===== config.mk =====
export PLATFORM = sky130hd
export DESIGN_NAME = muldiv_unit
export DESIGN_NICKNAME = d
export VERILOG_FILES = /design/src/rtl/muldiv_pkg.sv /design/src/rtl/mul_shift_add.sv /design/src/rtl/div_restore.sv /design/src/rtl/muldiv_unit.sv
export SDC_FILE = /design/constraint.sdc
export NUM_CORES = 1
export LEC_CHECK = 0
export ABC_AREA = 1
export BUFFER_PORTS_ARGS = -buffer_cell sky130_fd_sc_hd__clkbuf_2
export CORE_UTILIZATION = 28
export DETAILED_ROUTE_END_ITERATION = 8
export PLACE_DENSITY = 0.48
export SLEW_MARGIN = 10
export SYNTH_ARGS = -nofsm -noshare
export SYNTH_HDL_FRONTEND = slang
export SYNTH_SLANG_ARGS = --single-unit

===== constraint.sdc =====
create_clock -name clk -period 5.7 [get_ports clk]
set_input_delay 0.57 -clock clk [delete_from_list [all_inputs] [get_ports clk]]
set_output_delay 0.57 -clock clk [all_outputs]
set_load 0.005 [all_outputs]

===== src/rtl/muldiv_pkg.sv =====
package muldiv_pkg;
  typedef enum logic [1:0] {
    OP_MULS = 2'd0,
    OP_MULU = 2'd1,
    OP_DIVS = 2'd2,
    OP_DIVU = 2'd3
  } md_op_e;

  typedef enum logic [1:0] {
    ST_IDLE = 2'd0,
    ST_RUN  = 2'd1,
    ST_FIN  = 2'd2
  } md_state_e;
endpackage


===== src/rtl/mul_shift_add.sv =====
// Unsigned shift-add multiplier: one multiplier bit retired per step.
module mul_shift_add #(
  parameter int W = 32
) (
  input  logic           clk,
  input  logic           rst,
  input  logic           load,
  input  logic           step,
  input  logic [W-1:0]   mcand,
  input  logic [W-1:0]   mplier,
  output logic [2*W-1:0] prod
);
  localparam int AW = 2*W + 1;

  logic [AW-1:0] acc_q;
  logic [W-1:0]  mcand_q;
  logic [W:0]    upper_sum;
  logic [W:0]    upper_nxt;

  always_comb begin
    upper_sum = {1'b0, acc_q[2*W-1:W]} + {1'b0, mcand_q};
    upper_nxt = acc_q[0] ? upper_sum : {1'b0, acc_q[2*W-1:W]};
  end

  always_ff @(posedge clk) begin
    if (rst) begin
      acc_q   <= '0;
      mcand_q <= '0;
    end else if (load) begin
      acc_q   <= {{(W+1){1'b0}}, mplier};
      mcand_q <= mcand;
    end else if (step) begin
      acc_q   <= {1'b0, upper_nxt, acc_q[W-1:1]};
    end
  end

  assign prod = acc_q[2*W-1:0];
endmodule


===== src/rtl/div_restore.sv =====
// Unsigned restoring divider: one quotient bit per step.
module div_restore #(
  parameter int W = 32
) (
  input  logic         clk,
  input  logic         rst,
  input  logic         load,
  input  logic         step,
  input  logic [W-1:0] dvd,
  input  logic [W-1:0] dvs,
  output logic [W-1:0] quo,
  output logic [W-1:0] rem
);
  logic [W-1:0] rem_q;
  logic [W-1:0] quo_q;
  logic [W-1:0] dvs_q;
  logic [W:0]   shifted;
  logic [W+1:0] trial;
  logic         fits;

  always_comb begin
    shifted = {rem_q, quo_q[W-1]};
    trial   = {1'b0, shifted} - {2'b00, dvs_q};
    fits    = ~trial[W+1];
  end

  always_ff @(posedge clk) begin
    if (rst) begin
      rem_q <= '0;
      quo_q <= '0;
      dvs_q <= '0;
    end else if (load) begin
      rem_q <= '0;
      quo_q <= dvd;
      dvs_q <= dvs;
    end else if (step) begin
      rem_q <= fits ? trial[W-1:0] : shifted[W-1:0];
      quo_q <= {quo_q[W-2:0], fits};
    end
  end

  assign quo = quo_q;
  assign rem = rem_q;
endmodule


===== src/rtl/muldiv_unit.sv =====
module muldiv_unit
  import muldiv_pkg::*;
#(
  parameter int W = 32
) (
  input  logic         clk,
  input  logic         rst,
  input  logic         start_i,
  input  logic [1:0]   op_i,
  input  logic [W-1:0] a_i,
  input  logic [W-1:0] b_i,
  input  logic         rd_req_i,
  input  logic         rd_sel_i,
  output logic         busy_o,
  output logic         rd_valid_o,
  output logic [W-1:0] rd_data_o
);
  localparam int CW = (W > 2) ? $clog2(W) : 1;

  md_state_e    st_q;
  logic [CW-1:0] cnt_q;
  md_op_e       op_q;
  logic         a_neg_q, b_neg_q;
  logic [W-1:0] hi_q, lo_q;
  logic         rd_valid_q;
  logic [W-1:0] rd_data_q;

  logic         accept, step, last, idle;
  logic         signed_op, a_neg, b_neg;
  logic [W-1:0] a_mag, b_mag;
  logic [2*W-1:0] prod_mag, prod_fix;
  logic [W-1:0] quo_mag, rem_mag, quo_fix, rem_fix;
  logic [W-1:0] hi_d, lo_d;

  assign idle   = (st_q == ST_IDLE);
  assign accept = start_i && idle;
  assign step   = (st_q == ST_RUN);
  assign last   = (cnt_q == CW'(W-1));

  // Operand conditioning: signed ops work on magnitudes.
  always_comb begin
    signed_op = (md_op_e'(op_i) == OP_MULS) || (md_op_e'(op_i) == OP_DIVS);
    a_neg     = signed_op && a_i[W-1];
    b_neg     = signed_op && b_i[W-1];
    a_mag     = a_neg ? (~a_i + 1'b1) : a_i;
    b_mag     = b_neg ? (~b_i + 1'b1) : b_i;
  end

  mul_shift_add #(.W(W)) u_mul (
    .clk    (clk),
    .rst    (rst),
    .load   (accept),
    .step   (step),
    .mcand  (a_mag),
    .mplier (b_mag),
    .prod   (prod_mag)
  );

  div_restore #(.W(W)) u_div (
    .clk  (clk),
    .rst  (rst),
    .load (accept),
    .step (step),
    .dvd  (a_mag),
    .dvs  (b_mag),
    .quo  (quo_mag),
    .rem  (rem_mag)
  );

  // Sign restoration at completion.
  always_comb begin
    prod_fix = (a_neg_q ^ b_neg_q) ? (~prod_mag + 1'b1) : prod_mag;
    quo_fix  = (a_neg_q ^ b_neg_q) ? (~quo_mag + 1'b1) : quo_mag;
    rem_fix  = a_neg_q ? (~rem_mag + 1'b1) : rem_mag;
    if (op_q[1]) begin
      hi_d = rem_fix;
      lo_d = quo_fix;
    end else begin
      hi_d = prod_fix[2*W-1:W];
      lo_d = prod_fix[W-1:0];
    end
  end

  always_ff @(posedge clk) begin
    if (rst) begin
      st_q    <= ST_IDLE;
      cnt_q   <= '0;
      op_q    <= OP_MULS;
      a_neg_q <= 1'b0;
      b_neg_q <= 1'b0;
      hi_q    <= '0;
      lo_q    <= '0;
    end else begin
      case (st_q)
        ST_IDLE: if (accept) begin
          st_q    <= ST_RUN;
          cnt_q   <= '0;
          op_q    <= md_op_e'(op_i);
          a_neg_q <= a_neg;
          b_neg_q <= b_neg;
        end
        ST_RUN: begin
          cnt_q <= cnt_q + 1'b1;
          if (last) st_q <= ST_FIN;
        end
        ST_FIN: begin
          hi_q <= hi_d;
          lo_q <= lo_d;
          st_q <= ST_IDLE;
        end
        default: st_q <= ST_IDLE;
      endcase
    end
  end

  // Move-from port: answered only while no operation is running.
  always_ff @(posedge clk) begin
    if (rst) begin
      rd_valid_q <= 1'b0;
      rd_data_q  <= '0;
    end else begin
      rd_valid_q <= rd_req_i && idle;
      if (rd_req_i && idle) rd_data_q <= rd_sel_i ? hi_q : lo_q;
    end
  end

  assign busy_o     = !idle;
  assign rd_valid_o = rd_valid_q;
  assign rd_data_o  = rd_data_q;
endmodule


==> out/metrics.yaml, run 1 <==
synth:
  synth_cell_type_count: 57
  mapped_nets: 3909
  synth-seq-cells: 299
  synth.cell_area_mm2: 0.02219
  postSynth.asyncResetShare_pct: 0
  post_synth_inst_count: 3765
  main_flop_type_after_synthesis: "dfxtp_1"
  postSynthAreaPerCell_um2: 5.894
  synth_enable_flop_cells: 0
  synth_seq_area_share_pct: 26.97
  synth.yosys.warnings: 0
cells_and_area:
  fraction_of_layout_instances_using_a_drive_strength_above_1_pct: 6.679
  final_common_cell: "nand2_1"
  multi_input_area_mm2: 0.01359
  sequential_cell_area_mm2: 0.005987
  fin_nets: 3918
  layout.cells.most_common_list: "931 x nand2_1, 500 x inv_1, 410 x a21oi_1, 371 x nand3_1, 352 x o21ai_0"
  area.growth.synth_to_final_pct: 11.85
  num-fill-cells: 8820
cts:
  cts_root_buffer: "clkbuf_16"
  post_cts_resize_count: 0
  postCtsHoldBufs: 0
  clock_tree.buffer_depth: 3
  clock-sinks: 299
  cts_post_setup_buffers_inserted: 0
  cts_made_buffers: 38
  clock_tree.htree_level_count: 2
  clk-insertion-delay-late_ns: 0.57
  reg_clk_slew_reported_paths_ns: 0.06
  tritoncts_clock_tree: "built"
timing:
  post-route-min-period_ns: 3.396
  final.setup_skew_ns: 0.02356
  maxClockFrequency_ghz: 0.2945
  final.period_utilization_pct: 59.57
  timing_max_transition_violations_final: 0
  worstMarginPinSlew_ns: 1.029
  setup_viol: 0
  rsz0062_at_grt: "false"
  total_neg_setup_slack_ns: 0
  hold_viol_final: 0
  maxSlewHeadroom_pct: 30.65
  hold_worst_slack_ns: 0.2598
route:
  initialDrtViolationCount: 2229
  drt-total-wl_mm: 94.74
  via_count: 24590
  postRouteAntennaNets: 0
  route.detailed.drc: 0
  wl_per_cell_um: 19.56
  vias_per_cell: 5.077
  dr.pass1.iters: 6
run_status:
  run_status: "finished clean"
min_path:
  hold_crit_endpoint: "rd_valid_o"
  hold_depth: 3
  worstHoldStart: "rd_req_i"
  min_path_type: "primary input to flop"
worst_setup_path:
  critical_path.reg2reg.startpoint: "a_neg_q"
  worst-path-max-fanout: 45
  worst_r2r_endpoint: "hi_q[30]"
  critical_path.endpoint_type: "flop"
  count_of_cells_along_the_worst_register_to_register_path: 14
  slowest_delay_ns: 0.63
  rrSetupSlack_ns: 2.30
  timing.critical_path.arrival_ns: 3.85
  criticalPathCategory: "flop to flop"
  path_cells: "inv_2 -> nand2_1 -> nand2_4 -> inv_2 -> buf_4 -> nand2_1 -> nand2_1 -> nor2_1 -> nand2_1 -> nand2_1 -> nand3_1 -> nand3_1 -> nand2_1 -> inv_1"
  critPathRequiredTime_ns: 6.16
  crit_path_frequent_cell: "nand2_1"
  timing.critical_path.slowest_stage_cell: "inv_2"
  startpoint_type: "flop"
flow_run:
  cap_viol_max_count: 0
grt:
  grt_util_all_layers_pct: 23.07
  antenna_found_initial: 3
  globalRouteOverflowTotal: 0
  first_global_vias: 22660
  grt_first_pass_wirelength_mm: 142.8
  grt_max_degree: 90
place:
  dp_hpwl_mm: 74.45
  place_congestion: 0.9398
  buffer_ports.inserted: 104
floorplan:
  floorplan.rows: 102
  floorplan.die.height_um: 283.5
  die_width_um: 283.5
  design.die.area_mm2: 0.08038
  placeableCoreArea_mm2: 0.07798
  initial_utilization_pct: 28.46
  top_level_ports: 105
power_and_ir_drop:
  total_leakage_power_nw: 11.51
  totalPowerFinal_mw: 7.232
  power_density_mw_per_mm2: 291.4
  peakVddDrop_uv: 177.1
==> final cells by class <==
type | count | share of cell area (%)
clock buffer | 52 | 4.330
inverter | 517 | 7.844
multi-input combinational | 2793 | 54.75
clock inverter | 17 | 0.9074
antenna | 1 | 0.01008
sequential | 299 | 24.12
tap | 1040 | 5.243
timing repair buffer | 125 | 2.793
==> flip-flops by register name (all words and copies together), names as in the netlist <==
register       count
a_neg_q            1
b_neg_q            1
cnt_q              5
hi_q              32
lo_q              32
op_q               1
rd_data_o         32
rd_valid_o         1
st_q               2
u_div.dvs_q       32
u_div.quo         32
u_div.rem         32
u_mul.acc_q       64
u_mul.mcand_q     32
==> cells in the mapped netlist (3+ instances only) <==
library cell | instances | area (um^2)
a221oi_1 | 18 | 157.7
o21ai_1 | 34 | 170.2
o31ai_1 | 6 | 45.04
nand2_2 | 10 | 62.56
o21bai_1 | 7 | 52.55
xnor2_1 | 14 | 122.6
and3_1 | 3 | 18.77
buf_2 | 24 | 120.1
nor3_1 | 48 | 240.2
clkinv_1 | 4 | 15.01
nand4_1 | 47 | 294.0
nand2_4 | 3 | 33.78
nor2_1 | 315 | 1182
o21ai_2 | 3 | 26.28
clkbuf_1 | 101 | 379.1
buf_4 | 7 | 52.55
xor2_1 | 14 | 122.6
inv_2 | 11 | 41.29
nand3_1 | 371 | 1857
buf_1 | 18 | 67.56
nor2_2 | 14 | 87.58
nand3b_1 | 10 | 75.07
nand2_1 | 933 | 3502
inv_1 | 501 | 1881
and2_1 | 7 | 43.79
dfxtp_1 | 299 | 5986
a21oi_1 | 410 | 2052
nor2_4 | 4 | 45.04
buf_6 | 6 | 67.56
a21o_1 | 5 | 37.54
or2_2 | 8 | 50.05
nor4_1 | 6 | 37.54
o22ai_1 | 24 | 150.1
o21ai_0 | 352 | 1762
o211ai_1 | 11 | 82.58
a31oi_1 | 20 | 125.1
ha_1 | 71 | 888.4
==> routing by layer <==
| layer | vias to the layer above | share of wire, % | global-route usage (%) |
|---|---|---|---|
| met5 | - | 0.027 | 0 |
| li1 | 12430 | - | - |
| met2 | 713 | 43 | 35.12 |
| met3 | 148 | 6.0 | 3.625 |
| met1 | 11300 | 48 | 32.43 |
| met4 | 4 | 3.8 | 8.784 |
==> through the flow <==
| stage | std cells | worst slack (ns) | area, um^2 | utilization, % |
|---|---|---|---|---|
| 2_1_floorplan | 3765 | 3.631 | 22190 | - |
| 3_3_place_gp | 4774 | 2.451 | 23520 | 30.16 |
| 3_5_place_dp | 4774 | 2.399 | 23520 | 30.16 |
| 4_1_cts | 4843 | 2.391 | 24820 | 31.83 |
| 5_1_grt | 4843 | 1.989 | 24820 | 31.83 |
| 6_report | 4844 | 2.304 | 24820 | 31.83 |
==> logic make-up after synthesis <==
group | after synthesis | synth area share, %
XOR/XNOR | 28 | 1.105
buffers and inverters | 673 | 11.85
AND/OR/NAND/NOR | 1791 | 34.43
adder cells (fa/ha/maj) | 73 | 4.184
flip-flops | 299 | 26.97
AO/OA/AOI/OAI | 901 | 21.45
==> how the worst max path moves through the flow <==
stage	from	end	slack, ns	cells past startpoint
floorplan	u_mul.acc_q[0]	hi_q[8]	3.63	12
global placement	a_neg_q	hi_q[30]	2.45	14
detailed placement	a_neg_q	hi_q[30]	2.40	14
CTS	a_neg_q	hi_q[30]	2.39	14
global route	a_neg_q	hi_q[30]	1.99	14
finish	a_neg_q	hi_q[30]	2.30	14
==> critical path: cells and delay by family (launching register included) <==
family | cells | cell delay (ns)
flops | 1 | 0.58
simple gates | 10 | 1.26
buf+inv | 4 | 1.44
==> power breakdown <==
part	total (mW)	internal (mW)	switching (mW)
clock network	2.55	1.55	0.998
logic	2.30	0.687	1.61
registers	2.38	2.22	0.168
total	7.23	4.46	2.78
(Power assumes the default switching activity.)
==> run 2: changes to the inputs <==
--- a/config.mk
+++ b/config.mk
@@ -9,7 +9,7 @@
 export BUFFER_PORTS_ARGS = -buffer_cell sky130_fd_sc_hd__clkbuf_2
 export CORE_UTILIZATION = 28
 export DETAILED_ROUTE_END_ITERATION = 8
-export PLACE_DENSITY = 0.48
+export PLACE_DENSITY = 0.49
 export SLEW_MARGIN = 10
 export SYNTH_ARGS = -nofsm -noshare
 export SYNTH_HDL_FRONTEND = slang
==> constraint.sdc (replaced) <==
create_clock -name clk -period 2.78 [get_ports clk]
set_input_delay 0.278 -clock clk [delete_from_list [all_inputs] [get_ports clk]]
set_output_delay 0.278 -clock clk [all_outputs]
set_load 0.005 [all_outputs]
==> out/metrics.yaml, run 2 (synthesis gave the netlist of run 1 again) <==
route:
  route.detailed.drc: 0  # unchanged
  vias_per_cell: 5.064  # was 5.077
  dr.pass1.iters: 5  # was 6
  initialDrtViolationCount: 2194  # was 2229
  via_count: 24750  # was 24590
  wl_per_cell_um: 19.13  # was 19.56 um
  postRouteAntennaNets: 0  # unchanged
  drt-total-wl_mm: 93.51  # was 94.74 mm
cells_and_area:
  antenna-diode-count: 0  # was 1
  fraction_of_layout_instances_using_a_drive_strength_above_1_pct: 7.796  # was 6.679%
  finish.instance_area_mm2: 0.02533  # was 0.02482 mm^2
  fin_nets: 3964  # was 3918
  area.growth.synth_to_final_pct: 14.15  # was 11.85%
  flip_flop_count_of_the_largest_register_after_layout: 64  # unchanged
  fin_cells: 4888  # was 4844
  max_flop_register: "u_mul.acc_q"  # unchanged
  final_common_cell: "nand2_1"  # unchanged
  layout.cells.most_common_list: "931 x nand2_1, 500 x inv_1, 410 x a21oi_1, 371 x nand3_1, 352 x o21ai_0"  # unchanged
grt:
  antenna_found_initial: 1  # was 3
  grt_util_all_layers_pct: 22.81  # was 23.07%
  globalRouteOverflowTotal: 0  # unchanged
  grt_max_degree: 97  # was 90
  first_global_vias: 22870  # was 22660
  grt_first_pass_wirelength_mm: 142.2  # was 142.8 mm
timing:
  worstMarginPinSlew_ns: 0.8606  # was 1.029 ns
  finalWorstSetupSlack_ns: 0.1973  # was 2.304 ns
  setup_viol: 0  # unchanged
  final.period_utilization_pct: 92.90  # was 59.57%
  post-route-min-period_ns: 2.583  # was 3.396 ns
  total_neg_setup_slack_ns: 0  # unchanged
  maxSlewHeadroom_pct: 42.02  # was 30.65%
  maxClockFrequency_ghz: 0.3872  # was 0.2945 GHz
  hold_viol_final: 0  # unchanged
  rsz0062_at_grt: "false"  # unchanged
  timing_max_transition_violations_final: 0  # unchanged
  final.setup_skew_ns: 0.02584  # was 0.02356 ns
floorplan:
  die_width_um: 283.5  # unchanged
  initial_utilization_pct: 28.46  # unchanged
  floorplan.die.height_um: 283.5  # unchanged
  floorplan.rows: 102  # unchanged
  design.die.area_mm2: 0.08038  # unchanged
  placeableCoreArea_mm2: 0.07798  # unchanged
  top_level_ports: 105  # unchanged
cts:
  clk-insertion-delay-late_ns: 0.57  # about the same
  cts_made_buffers: 38  # unchanged
  clock-sinks: 299  # unchanged
  clock_tree.htree_level_count: 2  # unchanged
  postCtsHoldBufs: 2  # was 0
  post_cts_resize_count: 0  # unchanged
  cts_post_setup_buffers_inserted: 0  # unchanged
  reg_clk_slew_reported_paths_ns: 0.06  # about the same
  cts_root_buffer: "clkbuf_16"  # unchanged
  clock_tree.buffer_depth: 3  # unchanged
  tritoncts_clock_tree: "built"  # unchanged
flow_run:
  cap_viol_max_count: 0  # unchanged
worst_setup_path:
  timing.critical_path.arrival_ns: 3.02  # was 3.85 ns
  count_of_cells_along_the_worst_register_to_register_path: 15  # was 14
  worst-path-max-fanout: 4  # was 45
  rrSetupSlack_ns: 0.20  # was 2.30 ns
  critPathRequiredTime_ns: 3.22  # was 6.16 ns
  criticalPathCategory: "flop to flop"  # unchanged
  startpoint_type: "flop"  # unchanged
  critical_path.endpoint_type: "flop"  # unchanged
place:
  pre_cts_ws_ns: 0.2260  # was 2.399 ns
  buffer_ports.inserted: 104  # unchanged
  dp_hpwl_mm: 73.81  # was 74.45 mm
  place_area_mm2: 0.02400  # was 0.02352 mm^2
  place_congestion: 0.9393  # was 0.9398
  placed_cells_incl_taps: 4818  # was 4774
power_and_ir_drop:
  totalPowerFinal_mw: 15.04  # was 7.232 mW
  peakVddDrop_uv: 375.9  # was 177.1 uV
  total_leakage_power_nw: 11.78  # was 11.51 nW
  power_density_mw_per_mm2: 593.9  # was 291.4 mW/mm^2
min_path:
  min_path_type: "primary input to flop"  # unchanged
  hold_depth: 3  # unchanged
run_status:
  run_status: "finished clean"  # unchanged
run 2: cell count changes in the layout (fill, tap and decap cells not counted), moves of 2 or more:
cell / change
clkinvlp_4: +3
buf_4: +32
dlygate4sd3_1: +2
clkinv_8: +2
clkbuf_1: -3
clkinv_2: -3
buf_12: +12
run 2: area by class of cell:
| cell class | instances | area [um^2] |
|---|---|---|
| Timing Repair Buffer | 171 | 1194 |
| Clock buffer | 50 | 1077 |
| Tap cell | 1040 | 1301 |
| Sequential cell | 299 | 5987 |
| Fill cell | 8804 | 52650 |
| Multi-Input combinational cell | 2793 | 13590 |
| Inverter | 517 | 1947 |
| Clock inverter | 18 | 235.2 |
run 2: report_power, final:
group,leakage [nW],internal (mW),switching [mW]
Clock,0.625,3.12,2.11
Combinational,8.71,1.53,3.43
Sequential,2.44,4.54,0.299
run 2: final timing paths:
path	start	endpoint
max	u_div.quo[31]	u_div.rem[28]
min	a_i[0]	u_mul.mcand_q[0]
max reg2reg	u_div.quo[31]	u_div.rem[28]
min reg2reg	cnt_q[3]	cnt_q[3]
run 2: through the flow:
| step | hold WS, ns | utilization (%) |
|---|---|---|
| 2_1_floorplan | 0.4283 | - |
| 3_3_place_gp | 0.4539 | 30.78 |
| 3_5_place_dp | 0.4584 | 30.78 |
| 4_1_cts | 0.03746 | 32.48 |
| 5_1_grt | 0.1020 | 32.48 |
| 6_report | 0.06171 | 32.48 |
run 2: per-layer routing:
layer | GRT usage, % | part of all wire [%] | up-vias
met3 | 2.275 | 4.8 | 119
met1 | 32.29 | 48 | 11420
met2 | 36.46 | 44 | 688
met4 | 6.432 | 2.8 | 2
li1 | - | - | 12530
met5 | 0 | 0.016 | -
run 2: worst max-delay path, stage by stage (launching register included):
cell,delay [ns]
dfxtp_1,0.37
inv_1,0.13
ha_1,0.24
fa_1,0.40
inv_1,0.10
nand3_1,0.07
nand2_1,0.21
nand2_1,0.08
nand2_1,0.21
nand2_1,0.09
nand2_1,0.10
nand2_1,0.09
nand3_1,0.11
nand3_1,0.11
nand2_1,0.08
a21oi_1,0.05
